`src/rtl/cmdq_pkg.sv`:
```
// Shared definitions for the command slot arbiter.
package cmdq_pkg;

    localparam int TRG_MODE_W = 3;

    // Hardware trigger condition per queue; unlisted codes mean "off".
    typedef enum logic [TRG_MODE_W-1:0] {
        TRG_OFF  = 3'd0,
        TRG_RISE = 3'd1,
        TRG_FALL = 3'd2,
        TRG_HIGH = 3'd3,
        TRG_LOW  = 3'd4
    } trig_mode_e;

endpackage

```
`src/rtl/cmdq_trigger.sv`:
```
// Per-queue arming logic.
// Decodes each queue's hardware trigger mode against the line's previous
// value, ORs in the software pulse and keeps an armed flag per queue.
// Assumes hw_trig is already synchronous to clk. A set beats a disarm in
// the same cycle.
module cmdq_trigger
    import cmdq_pkg::*;
#(
    parameter int NQ = 6
) (
    input  logic                   clk,
    input  logic                   rst_n,
    input  logic [NQ-1:0]          sw_trig,
    input  logic [NQ-1:0]          hw_trig,
    input  logic [NQ*TRG_MODE_W-1:0] trig_mode,
    input  logic [NQ-1:0]          disarm,
    output logic [NQ-1:0]          armed,
    output logic [NQ-1:0]          trig_evt
);

    logic [NQ-1:0] hw_prev;

    // Remember the previous hardware line levels for edge detection.
    always_ff @(posedge clk) begin
        if (!rst_n) hw_prev <= '0;
        else        hw_prev <= hw_trig;
    end

    for (genvar g = 0; g < NQ; g++) begin : g_q
        trig_mode_e mode;
        logic       hw_hit;

        assign mode = trig_mode_e'(trig_mode[g*TRG_MODE_W +: TRG_MODE_W]);

        // Evaluate this queue's hardware trigger condition.
        always_comb begin
            case (mode)
                TRG_RISE: hw_hit = hw_trig[g] & ~hw_prev[g];
                TRG_FALL: hw_hit = ~hw_trig[g] & hw_prev[g];
                TRG_HIGH: hw_hit = hw_trig[g];
                TRG_LOW:  hw_hit = ~hw_trig[g];
                default:  hw_hit = 1'b0;
            endcase
        end

        assign trig_evt[g] = sw_trig[g] | hw_hit;

        // Armed flag: set by an event, cleared by the end-of-queue transfer.
        always_ff @(posedge clk) begin
            if (!rst_n)           armed[g] <= 1'b0;
            else if (trig_evt[g]) armed[g] <= 1'b1;
            else if (disarm[g])   armed[g] <= 1'b0;
        end
    end

endmodule

```
`src/rtl/cmdq_pick.sv`:
```
// Fixed-priority winner selection.
// A queue is eligible when armed, valid, and its destination buffer is not
// full. The lowest eligible index wins. Purely combinational.
module cmdq_pick #(
    parameter int NQ     = 6,
    parameter int NDEST  = 4,
    parameter int DEST_W = 2
) (
    input  logic [NQ-1:0]        armed,
    input  logic [NQ-1:0]        cmd_valid,
    input  logic [NQ*DEST_W-1:0] cmd_dest,
    input  logic [NDEST-1:0]     dest_full,
    output logic [NQ-1:0]        grant,
    output logic                 any
);

    logic [NQ-1:0] elig;

    for (genvar g = 0; g < NQ; g++) begin : g_elig
        logic [DEST_W-1:0] d;
        assign d       = cmd_dest[g*DEST_W +: DEST_W];
        assign elig[g] = armed[g] & cmd_valid[g] & ~dest_full[d];
    end

    // Scan from the lowest priority upward so the lowest index wins last.
    always_comb begin
        grant = '0;
        for (int i = NQ - 1; i >= 0; i--) begin
            if (elig[i]) begin
                grant    = '0;
                grant[i] = 1'b1;
            end
        end
    end

    assign any = |elig;

endmodule

```
`src/rtl/cmdq_coherency.sv`:
```
// Multi-word sequence tracker.
// Records which queue has an open sequence (last word had the continuation
// flag) and pulses an interrupt when another queue takes a slot first.
// Assumes at most one transfer per cycle (grant one-hot).
module cmdq_coherency #(
    parameter int NQ = 6
) (
    input  logic          clk,
    input  logic          rst_n,
    input  logic          xfer,
    input  logic [NQ-1:0] grant,
    input  logic          more_win,
    output logic          irq
);

    logic [NQ-1:0] open_seq;

    // Update open sequences and flag interruptions on each transfer.
    always_ff @(posedge clk) begin
        if (!rst_n) begin
            open_seq <= '0;
            irq      <= 1'b0;
        end else if (xfer) begin
            irq      <= |(open_seq & ~grant);
            open_seq <= grant & {NQ{more_win}};
        end else begin
            irq      <= 1'b0;
        end
    end

endmodule

```
`src/rtl/cmdq_arbiter.sv`:
```
// Six-queue command slot arbiter (top).
// Runs fixed-length output slots. In the last cycle of each slot it accepts
// one word from the winning queue and registers it, or a null word, onto
// word_out with a strobe. It also produces the queue-0 flush pulse and the
// coherency interrupt. Assumes SLOT_LEN >= 2 and upstream queues that hold
// data stable while valid.
module cmdq_arbiter
    import cmdq_pkg::*;
#(
    parameter int NQ       = 6,
    parameter int CMD_W    = 16,
    parameter int NDEST    = 4,
    parameter int SLOT_LEN = 4,
    localparam int DEST_W  = (NDEST > 1) ? $clog2(NDEST) : 1,
    localparam int WORD_W  = 1 + DEST_W + CMD_W
) (
    input  logic                      clk,
    input  logic                      rst_n,
    input  logic [NQ-1:0]             sw_trig,
    input  logic [NQ-1:0]             hw_trig,
    input  logic [NQ*TRG_MODE_W-1:0]  trig_mode,
    input  logic [NQ-1:0]             cmd_valid,
    input  logic [NQ*CMD_W-1:0]       cmd_data,
    input  logic [NQ*DEST_W-1:0]      cmd_dest,
    input  logic [NQ-1:0]             cmd_eoq,
    input  logic [NQ-1:0]             cmd_more,
    output logic [NQ-1:0]             cmd_ready,
    input  logic [NDEST-1:0]          dest_full,
    output logic                      word_strobe,
    output logic [WORD_W-1:0]         word_out,
    output logic                      flush_pulse,
    output logic                      coher_irq
);

    localparam int CNT_W = (SLOT_LEN > 1) ? $clog2(SLOT_LEN) : 1;
    localparam logic [CNT_W-1:0] LAST = CNT_W'(SLOT_LEN - 1);
    localparam logic [WORD_W-1:0] NULL_WORD = {1'b1, {(WORD_W-1){1'b0}}};

    logic [CNT_W-1:0]  slot_cnt;
    logic              slot_tick;
    logic [NQ-1:0]     armed;
    logic [NQ-1:0]     trig_evt;
    logic [NQ-1:0]     grant;
    logic              any_elig;
    logic              xfer;
    logic [NQ-1:0]     disarm;
    logic [CMD_W-1:0]  win_data;
    logic [DEST_W-1:0] win_dest;
    logic              win_more;

    // Slot timer: the tick marks the last cycle of each output slot.
    always_ff @(posedge clk) begin
        if (!rst_n)                slot_cnt <= '0;
        else if (slot_cnt == LAST) slot_cnt <= '0;
        else                       slot_cnt <= slot_cnt + 1'b1;
    end

    assign slot_tick = (slot_cnt == LAST);

    cmdq_trigger #(.NQ(NQ)) u_trig (
        .clk      (clk),
        .rst_n    (rst_n),
        .sw_trig  (sw_trig),
        .hw_trig  (hw_trig),
        .trig_mode(trig_mode),
        .disarm   (disarm),
        .armed    (armed),
        .trig_evt (trig_evt)
    );

    cmdq_pick #(.NQ(NQ), .NDEST(NDEST), .DEST_W(DEST_W)) u_pick (
        .armed    (armed),
        .cmd_valid(cmd_valid),
        .cmd_dest (cmd_dest),
        .dest_full(dest_full),
        .grant    (grant),
        .any      (any_elig)
    );

    assign cmd_ready = grant & {NQ{slot_tick}};
    assign xfer      = slot_tick & any_elig;
    assign disarm    = cmd_ready & cmd_eoq;

    // Multiplex the winning queue's fields (grant is one-hot or zero).
    always_comb begin
        win_data = '0;
        win_dest = '0;
        win_more = 1'b0;
        for (int i = 0; i < NQ; i++) begin
            if (grant[i]) begin
                win_data = cmd_data[i*CMD_W +: CMD_W];
                win_dest = cmd_dest[i*DEST_W +: DEST_W];
                win_more = cmd_more[i];
            end
        end
    end

    cmdq_coherency #(.NQ(NQ)) u_coh (
        .clk     (clk),
        .rst_n   (rst_n),
        .xfer    (xfer),
        .grant   (grant),
        .more_win(win_more),
        .irq     (coher_irq)
    );

    // Output word register: loaded once per slot with a command or null.
    always_ff @(posedge clk) begin
        if (!rst_n) begin
            word_strobe <= 1'b0;
            word_out    <= '0;
        end else begin
            word_strobe <= slot_tick;
            if (slot_tick)
                word_out <= xfer ? {1'b0, win_dest, win_data} : NULL_WORD;
        end
    end

    // Flush request when queue 0 is armed from the disarmed state.
    always_ff @(posedge clk) begin
        if (!rst_n) flush_pulse <= 1'b0;
        else        flush_pulse <= trig_evt[0] & ~armed[0];
    end

endmodule

```
`config.mk`:
```
export PLATFORM = sky130hd
export DESIGN_NAME = cmdq_arbiter
export DESIGN_NICKNAME = d
export VERILOG_FILES = /design/src/rtl/cmdq_pkg.sv /design/src/rtl/cmdq_trigger.sv /design/src/rtl/cmdq_pick.sv /design/src/rtl/cmdq_coherency.sv /design/src/rtl/cmdq_arbiter.sv
export SDC_FILE = /design/constraint.sdc
export NUM_CORES = 1
export LEC_CHECK = 0
export BUFFER_PORTS_ARGS = -buffer_cell sky130_fd_sc_hd__buf_2
export CORE_MARGIN = 2
export CORE_UTILIZATION = 35
export CTS_CLUSTER_DIAMETER = 200
export DETAILED_ROUTE_END_ITERATION = 8
export GPL_TIMING_DRIVEN = 0
export PLACE_DENSITY = 0.68
export SKIP_CTS_REPAIR_TIMING = 1
export SLEW_MARGIN = 20
export SYNTH_ARGS = -nofsm -noshare
export SYNTH_HDL_FRONTEND = slang
export SYNTH_HIERARCHICAL = 1
export SYNTH_SLANG_ARGS = --single-unit
```
`constraint.sdc`:
```
create_clock -name clk -period 5 [get_ports clk]
set_input_delay 1 -clock clk [delete_from_list [all_inputs] [get_ports clk]]
set_output_delay 1 -clock clk [all_outputs]
set_load 0.02 [all_outputs]
```
### After elaboration in Yosys (flattened, before gate mapping)

Cells that the tools add are included.

| cells by class | value |
|---|---|
| mux-type cells | 55 |
| bitwise operators | 57 |
| reduce and logical (&&, ||, !) cells | 10 |
| $add $sub $neg | 1 |
| equal/unequal tests | 25 |
| order comparisons | 6 |

Operator list:

| operator | number |
|---|---|
| $mux W16 | 6 |
| $eq A3 B2 Y1 const B | 12 |
| $mux W6 | 6 |
| $and A1 B1 Y1 | 26 |
| $and A6 B6 Y6 | 4 |
| $mux W1 | 24 |
| $pmux W1 S4 | 6 |
| $not A1 Y1 | 20 |
| $mux W19 | 1 |
| $eq A3 B1 Y1 const B | 6 |
| $eq A3 B3 Y1 const B | 6 |
| $lt A2 B3 Y1 const B | 6 |
| $bmux W1 S2 | 6 |
| $mux W2 | 6 |
| $reduce_bool A2 Y1 | 6 |
| $reduce_or A6 Y1 | 2 |
| $not A6 Y6 | 1 |
| $or A1 B1 Y1 | 6 |
| $add A2 B1 Y2 const B | 1 |
| $eq A2 B2 Y1 const B | 1 |
| $reduce_and A2 Y1 | 1 |
| $reduce_or A2 Y1 | 1 |

| word-level totals | value |
|---|---|
| word-level logic and storage cells | 167 |
| flip-flop bits (word level) | 42 |

### Depth between registers and ports, before layout

Gate-level depths: netlist of run 1.

| logic depth | value |
|---|---|
| word-level depth | 17 |
| depth in mapped cells | 13 |

### Hierarchy

The synthesis of run 1 kept the hierarchy.

By module, submodules not included:

| module | times used | area an instance (um^2) | seq. area each (um^2) | cells each |
|---|---|---|---|---|
| cmdq_arbiter | 1 | 1692.9 | 460.4 | 187 |
| cmdq_trigger | 1 | 664.4 | 240.2 | 67 |
| cmdq_coherency | 1 | 314.1 | 140.1 | 32 |
| cmdq_pick | 1 | 270.3 | 0.0 | 32 |

### Least setup slack after synthesis of run 1

No wires, ideal clock.

| timing path | value |
|---|---|
| path type | input to output |
| start point | input port cmd_dest[4] |
| end point | output port cmd_ready[2] |
| setup slack | 1454 ps |
| data arrival time | 2546 ps |
| stages on the path | 6 |
| path buffers | 2 |
| cells stage by stage | mux4_2 nand3b_1 nor2_1 buf_2 buf_1 and2_1 |

| on the way | value |
|---|---|
| longest elaborated chain between the ends | 8 |

Ends and longest elaborated chain:

| item | line | source |
|---|---|---|
| start, declared | cmdq_arbiter.sv:24 | `input logic [NQ*DEST_W-1:0] cmd_dest,` |
| $bmux W1 S2 | cmdq_pick.sv:22 | `assign elig[g] = armed[g] & cmd_valid[g] & ~dest_full[d];` |
| $mux W1 (implied by the code) | cmdq_pick.sv:22 |  |
| $not A1 Y1 | cmdq_pick.sv:22 |  |
| $and A1 B1 Y1 | cmdq_pick.sv:22 |  |
| $mux W6 (3 in a row) | cmdq_pick.sv:29 | `if (elig[i]) begin` |
| named net grant[2] | cmdq_arbiter.sv:43 | `logic [NQ-1:0] grant;` |
| $and A6 B6 Y6 | cmdq_arbiter.sv:80 | `assign cmd_ready = grant & {NQ{slot_tick}};` |
| end, declared | cmdq_arbiter.sv:27 | `output logic [NQ-1:0] cmd_ready,` |

The timed path passes the listed nets, and every way through them passes these cells. The select of a mux whose other input is x is not followed.

### Worst setup path in the final report of run 1

Ends and elaborated chain as after synthesis.

==> reports/metrics.csv, run 1 <==
metric,value,unit
status,"complete, no violations",
clk_path_buf_depth,2,
wl_per_cell,17.6,um
maxCapViolCount,0,
start_kind,input port,
crit_chain,buf_2 -> mux4_2 -> nand3b_1 -> nor2_1 -> buf_2 -> buf_1 -> and2_1 -> buf_2,
hold_viol_final,0,
yosys_warnings,6,
syn_avg_cell_area,9.30,sq um
cp_slowest_cell,mux4_2,
antenna_found_initial,0,
period_needed,4.15,ns
worstMarginPinSlew,0.743,ns
whs,0.432,ns
crit_arrival,3.15,ns
grt_max_degree,16,
die-area,0.00906,sq mm
r2r_start,u_trig/armed[1],
cts_sinks,42,
hold-path-endpoint,slot_cnt[0],
grt_pass1_vias,3207,
max_stage_delay,0.51,ns
holdPathStages,1,
clock_power_share,0.283,
p_int,0.582,mW
rows,33,
root_buffer,clkbuf_8,
post-dp-hpwl,8.42,mm
die_w,95.2,um
die_y,95.2,um
tns,0,ns
skew,0.00848,ns
syn_inst,313,
nNetsFinal,672,
synthToLayoutAreaGrowth,40.6,%
drive_gt1_frac,0.484,
start_util,0.358,
drtIter0Drc,107,
maxSlewHeadroom,0.503,
vias,3379,
clk_pin_slew_worst_paths,0.08,ns
wl,10.8,mm
clk_latency,0.31,ns
ir_worst_vdd,0.000107,V
cts-htree-levels,2,
synth.net_count,476,
critPathTopFamily,buffers and inverters,
fmax,241,MHz
p_per_area,206,mW/mm^2
crit_required,4.00,ns
path_class,in -> out,
port_buffers,189,
r2r_slack,1.77,ns
drc,0,
hold_path_startpoint,slot_cnt[0],
power_frac_comb,0.298,
power_leakage,1.95,nW
gp_congestion,0.756,
core,0.00813,sq mm
setup_violations,0,
viasPerCell,5.49,
postRouteAntennaNets,0,
path_max_fanout,10,
cp_num_buf_inv,4,
gr-usage-all-layers,0.227,
dr.pass1.iters,4,
cts_tree,yes,
reg2reg_depth,13,
netSwitchingFraction,0.310,
grt_pass1_wl,15.7,mm
p_seq_frac,0.418,
cpMostUsedCell,buf_2,
io_pins,190,
hold_class,reg -> reg,
grt_overflow_total,0,
syn-cell-area,0.00291,sq mm
min_period_over_period,0.829,
endpoint_kind,primary output,
final_max_slew_viol_count,0,
netSwitchingPower,0.262,mW
cts_inserted_buffers,5,
rr_endpoint,u_coh/open_seq[0],
diodes,0,
rsz0062_at_grt,false,
[per-stage QoR]
step           cells  total power [mW]   util  setup WS (ns)  area, sq um
6_report         615             0.843  0.503          0.853         4090
5_1_grt          615             0.883  0.503          0.681         4090
4_1_cts          615             0.846  0.502          0.797         4080
3_5_place_dp     607             0.610  0.490          0.464         3990
3_3_place_gp     607             0.604  0.490          0.589         3990
2_1_floorplan    313             0.494      -           1.45         2910
[how the worst max path moves through the flow]
stage,startpoint,slack [ns],endpoint,depth (start not counted)
detailed placement,cmd_dest[3],0.46,u_coh/open_seq[5],14
floorplan,cmd_dest[4],1.45,cmd_ready[2],6
global route,cmd_dest[4],0.68,cmd_ready[2],8
global placement,cmd_dest[3],0.59,u_coh/open_seq[5],14
CTS,cmd_dest[3],0.80,u_coh/open_seq[5],14
finish,cmd_dest[4],0.85,cmd_ready[2],8
[sequential cells by signal, indices dropped and copies added, names as in the netlist]
signal / flops
flush_pulse: 1
slot_cnt: 2
u_coh/irq: 1
u_coh/open_seq: 6
u_trig/armed: 6
u_trig/hw_prev: 6
word_out: 19
word_strobe: 1
[power by group through the flow]
stage	registers, mW	clock network [mW]	logic, mW
floorplan	0.363	0	0.130
global placement	0.360	0	0.244
detailed placement	0.360	0	0.249
CTS	0.353	0.243	0.250
global route	0.354	0.255	0.273
finish	0.353	0.239	0.252
[cells in the final DEF, fill, tap and decap left out, types with 9 or more instances in the layout]
cell type	instances
and2_1	15
inv_1	11
o41ai_2	9
buf_2	195
a221oi_1	9
dfxtp_1	42
o22ai_1	21
nand2_1	24
nor2_1	22
a221o_1	18
nor2b_1	17
a221oi_2	10
[metal layers]
layer  GRT usage  part of all wire
met5           0                 0
met2       0.426              0.49
met1       0.264              0.42
met4      0.0519             0.011
met3      0.0419             0.078
[layout make-up]
cell class | instances | area (sq um)
Fill cell | 820 | 4040
Multi-Input combinational cell | 239 | 1900
Timing Repair Buffer | 189 | 946
Sequential cell | 42 | 841
Buffer | 20 | 131
Tap cell | 105 | 131
Clock buffer | 6 | 82.6
Inverter | 12 | 45.0
Clock inverter | 2 | 12.5
No activity file was read; power rests on OpenSTA's default activity.
==> run 2, diff against run 1 <==
--- a/config.mk
+++ b/config.mk
@@ -11,7 +11,7 @@
 export CTS_CLUSTER_DIAMETER = 200
 export DETAILED_ROUTE_END_ITERATION = 8
 export GPL_TIMING_DRIVEN = 0
-export PLACE_DENSITY = 0.68
+export PLACE_DENSITY = 0.71
 export SKIP_CTS_REPAIR_TIMING = 1
 export SLEW_MARGIN = 20
 export SYNTH_ARGS = -nofsm -noshare
==> constraint.sdc (replaced) <==
create_clock -name clk -period 3.5 [get_ports clk]
set_input_delay 0.7 -clock clk [delete_from_list [all_inputs] [get_ports clk]]
set_output_delay 0.7 -clock clk [all_outputs]
set_load 0.02 [all_outputs]
==> reports/metrics.csv, run 2 (same netlist as run 1, synthesis figures left out) <==
metric,value,unit
min_period_over_period,0.944,
status,"complete, no violations",
synthToLayoutAreaGrowth,40.2,%
root_buffer,clkbuf_8,
postRouteAntennaNets,0,
drc,0,
reg2reg_depth,13,
final-seq-area,841,sq um
core,0.00813,sq mm
multi_input_area,0.00191,sq mm
startpoint,cmd_dest[3],
maxCapViolCount,0,
fmax,303,MHz
path_class,in -> out,
power_leakage,1.94,nW
grt_pass1_wl,15.9,mm
period_needed,3.30,ns
final_max_slew_viol_count,0,
rr_endpoint,u_coh/open_seq[2],
wl_per_cell,17.9,um
cp-endpoint,cmd_ready[4],
n_fill_cell,808,
wl,11.0,mm
cts-htree-levels,2,
antenna_found_initial,0,
r2r_start,u_trig/armed[1],
largest_reg_flops,19,
p_per_area,287,mW/mm^2
die_w,95.2,um
clk_pin_slew_worst_paths,0.08,ns
cts_inserted_buffers,5,
dr.pass1.iters,4,
cts_tree,yes,
viasPerCell,5.67,
final_cell_mix,"195 x buf_2, 42 x dfxtp_1, 24 x nand2_1",
finalNonFillerCells,613,
grt_overflow_total,0,
nNetsFinal,671,
cts_sinks,42,
path_max_fanout,10,
mostFrequentLayoutCell,buf_2,
maxSlewHeadroom,0.488,
rsz0062_at_grt,false,
vias,3473,
gp_congestion,0.884,
gr-usage-all-layers,0.229,
regMostFlops,word_out,
hold_class,reg -> reg,
crit_required,2.80,ns
grt_pass1_vias,3385,
clk_path_buf_depth,2,
clk_latency,0.29,ns
die_y,95.2,um
setup_violations,0,
crit_arrival,2.60,ns
hold_viol_final,0,
r2r_slack,0.44,ns
start_util,0.358,
ir_worst_vdd,0.000186,V
rows,33,
skew,0.00694,ns
dp.cells,607,
start_kind,input port,
drtIter0Drc,161,
diodes,0,
post-dp-hpwl,8.47,mm
drive_gt1_frac,0.482,
whs,0.427,ns
endpoint_kind,primary output,
die-area,0.00906,sq mm
port_buffers,189,
io_pins,190,
worstMarginPinSlew,0.765,ns
tns,0,ns
grt_max_degree,16,
## run 2: worst max-delay path, stage by stage
cell and delay [ns]:
buf_2 0.12, and3_1 0.17, a22oi_1 0.32, nand4_2 0.22
nor2_2 0.40, buf_2 0.34, and2_1 0.16, buf_2 0.16
## run 2: power by group
part	switching (mW)	total [mW]	leakage, nW	internal [mW]
registers	0.00923	0.504	0.343	0.495
clock network	0.167	0.304	0.0383	0.138
logic	0.186	0.364	1.56	0.177
total	0.362	1.17	1.94	0.810
## run 2: worst min path at each step
stage	slack [ns]	end	cells after the start	startpoint
after floorplan	0.40	slot_cnt[0]	1	slot_cnt[0]
after global placement	0.41	slot_cnt[0]	1	slot_cnt[0]
after detailed placement	0.41	slot_cnt[0]	1	slot_cnt[0]
after CTS	0.43	slot_cnt[0]	1	slot_cnt[0]
after global routing	0.45	slot_cnt[0]	1	slot_cnt[0]
final	0.43	slot_cnt[0]	1	slot_cnt[0]
## run 2: metal layers
| layer | global-route usage | wire length (um) |
|---|---|---|
| met3 | 0.0458 | 877 |
| met2 | 0.426 | 5450 |
| met1 | 0.254 | 4470 |
| met5 | 0 | 0 |
| met4 | 0.0845 | 169 |
## run 2: final cells by class
| type | count | area share |
|---|---|---|
| multi-input combinational | 239 | 0.469 |
| tap | 105 | 0.0322 |
| inverter | 12 | 0.0110 |
| buffer | 19 | 0.0313 |
| sequential | 42 | 0.206 |
| timing repair buffer | 189 | 0.232 |
| clock buffer | 7 | 0.0187 |
## run 2: metrics by stage
stage          power [mW]  setup WS, ns  area [sq um]   util
5_1_grt              1.23        0.0906          4080  0.501
4_1_cts              1.18        -0.264          4060  0.500
3_3_place_gp        0.862        -0.487          3990  0.490
3_5_place_dp        0.873        -0.600          3990  0.490
2_1_floorplan       0.705         0.368          2910      -
6_report             1.17         0.195          4080  0.501
==> run 3, diff against run 2 <==
--- a/config.mk
+++ b/config.mk
@@ -5,13 +5,14 @@
 export SDC_FILE = /design/constraint.sdc
 export NUM_CORES = 1
 export LEC_CHECK = 0
+export ABC_AREA = 1
 export BUFFER_PORTS_ARGS = -buffer_cell sky130_fd_sc_hd__buf_2
 export CORE_MARGIN = 2
 export CORE_UTILIZATION = 35
 export CTS_CLUSTER_DIAMETER = 200
 export DETAILED_ROUTE_END_ITERATION = 8
 export GPL_TIMING_DRIVEN = 0
-export PLACE_DENSITY = 0.71
+export PLACE_DENSITY = 0.67
 export SKIP_CTS_REPAIR_TIMING = 1
 export SLEW_MARGIN = 20
 export SYNTH_ARGS = -nofsm -noshare
==> reports/metrics.csv, run 3 <==
metric,value,unit
worst_slack,0.242,ns
clk_pin_slew_worst_paths,0.10,ns
die-area,0.0111,sq mm
multi_input_area,0.00202,sq mm
max_stage_delay,0.32,ns
syn-cell-area,0.00360,sq mm
crit_required,2.80,ns
cts-htree-levels,2,
drtIter0Drc,253,
mostFrequentLayoutCell,nand2_1,
rows,37,
cts_inserted_buffers,5,
final-seq-area,841,sq um
grt_max_degree,16,
pre_cts_slack,0.275,ns
cpMostUsedCell,buf_2,
gp_congestion,0.900,
path_class,in -> out,
core,0.0101,sq mm
crit_arrival,2.56,ns
io_pins,190,
viasPerCell,4.47,
largest_reg_flops,19,
cp_slowest_cell,buf_2,
setup_violations,0,
grt_pass1_vias,4155,
crit_chain,buf_2 -> inv_2 -> nand2_1 -> nand3_2 -> nand3b_2 -> nand2_4 -> inv_2 -> nand2_2 -> nor2_1 -> buf_2 -> buf_2 -> nand2_1 -> inv_1 -> buf_2,
status,"complete, no violations",
syn_inst,689,
syn_avg_cell_area,5.23,sq um
antenna_found_initial,1,
period_needed,3.26,ns
maxSlewHeadroom,0.613,
skew,0.00918,ns
root_buffer,clkbuf_8,
start_util,0.356,
port_buffers,189,
nNetsFinal,1048,
hold-path-endpoint,slot_cnt[0],
rsz0062_at_grt,false,
wl,11.9,mm
power_leakage,3.21,nW
fmax,307,MHz
path_max_fanout,10,
drc,0,
n_fill_cell,1165,
r2r_start,u_trig/armed[0],
yosys_warnings,6,
min_period_over_period,0.931,
hold_viol_final,0,
wl_per_cell,11.6,um
clk_path_buf_depth,2,
holdPathStages,1,
drive_gt1_frac,0.277,
vias,4569,
r2r_slack,1.20,ns
hold_path_startpoint,slot_cnt[0],
ir_worst_vdd,0.000160,V
endpoint_kind,primary output,
reg2reg_depth,17,
clk_latency,0.31,ns
maxCapViolCount,0,
regMostFlops,word_out,
synthToLayoutAreaGrowth,33.6,%
grt_pass1_wl,18.7,mm
worstMarginPinSlew,0.581,ns
cts_sinks,42,
final_max_slew_viol_count,0,
gr-usage-all-layers,0.207,
rr_endpoint,u_coh/open_seq[3],
post-dp-hpwl,9.42,mm
start_kind,input port,
p_per_area,259,mW/mm^2
tns,0,ns
synth.net_count,852,
die_w,105,um
final_cell_mix,"293 x nand2_1, 201 x buf_2, 150 x inv_1",
grt_overflow_total,0,
die_y,105,um
postRouteAntennaNets,0,
hold_class,reg -> reg,
cts_tree,yes,
dr.pass1.iters,5,
[run 3: worst max-delay path by stage]
stage          slack, ns          from            to
2_1_floorplan       0.87  dest_full[1]  cmd_ready[5]
3_3_place_gp        0.27  dest_full[0]  cmd_ready[4]
3_5_place_dp        0.28  dest_full[2]  cmd_ready[5]
4_1_cts             0.27  dest_full[2]  cmd_ready[5]
5_1_grt             0.09  dest_full[0]  cmd_ready[5]
6_report            0.24  dest_full[0]  cmd_ready[5]
[run 3: worst max-delay path: cells and delay by family]
kind          cells  cell delay, ns
buf+inv           7            1.07
simple gates      7            0.77
[run 3: final cells by class]
type | instances | share of cell area
Timing Repair Buffer | 189 | 0.196
Tap cell | 136 | 0.0353
Clock buffer | 5 | 0.0143
Sequential cell | 42 | 0.175
Buffer | 25 | 0.0304
Clock inverter | 3 | 0.00494
Multi-Input combinational cell | 463 | 0.419
Inverter | 159 | 0.124
Antenna cell | 1 | 0.000520
[run 3: power by group]
part	leakage [nW]	total, mW	internal [mW]	switching, mW
sequential	0.343	0.504	0.496	0.00796
clock	0.0408	0.347	0.143	0.204
combinational	2.82	0.399	0.166	0.233
[run 3: layer usage]
metal / track usage / share of wire
met1: 0.258 / 0.43
met2: 0.363 / 0.47
met3: 0.0414 / 0.076
met4: 0.0533 / 0.019
met5: 0 / 0
[run 3: per-stage QoR]
stage / cell area [sq um] / utilization / hold slack, ns / power, mW / instances
floorplan: 3600 / - / 0.397 / 0.748 / 689
CTS: 4810 / 0.475 / 0.438 / 1.26 / 1022
global route: 4810 / 0.475 / 0.449 / 1.34 / 1022
detailed placement: 4720 / 0.466 / 0.424 / 0.911 / 1014
global placement: 4720 / 0.466 / 0.413 / 0.911 / 1014
finish: 4820 / 0.475 / 0.434 / 1.25 / 1023
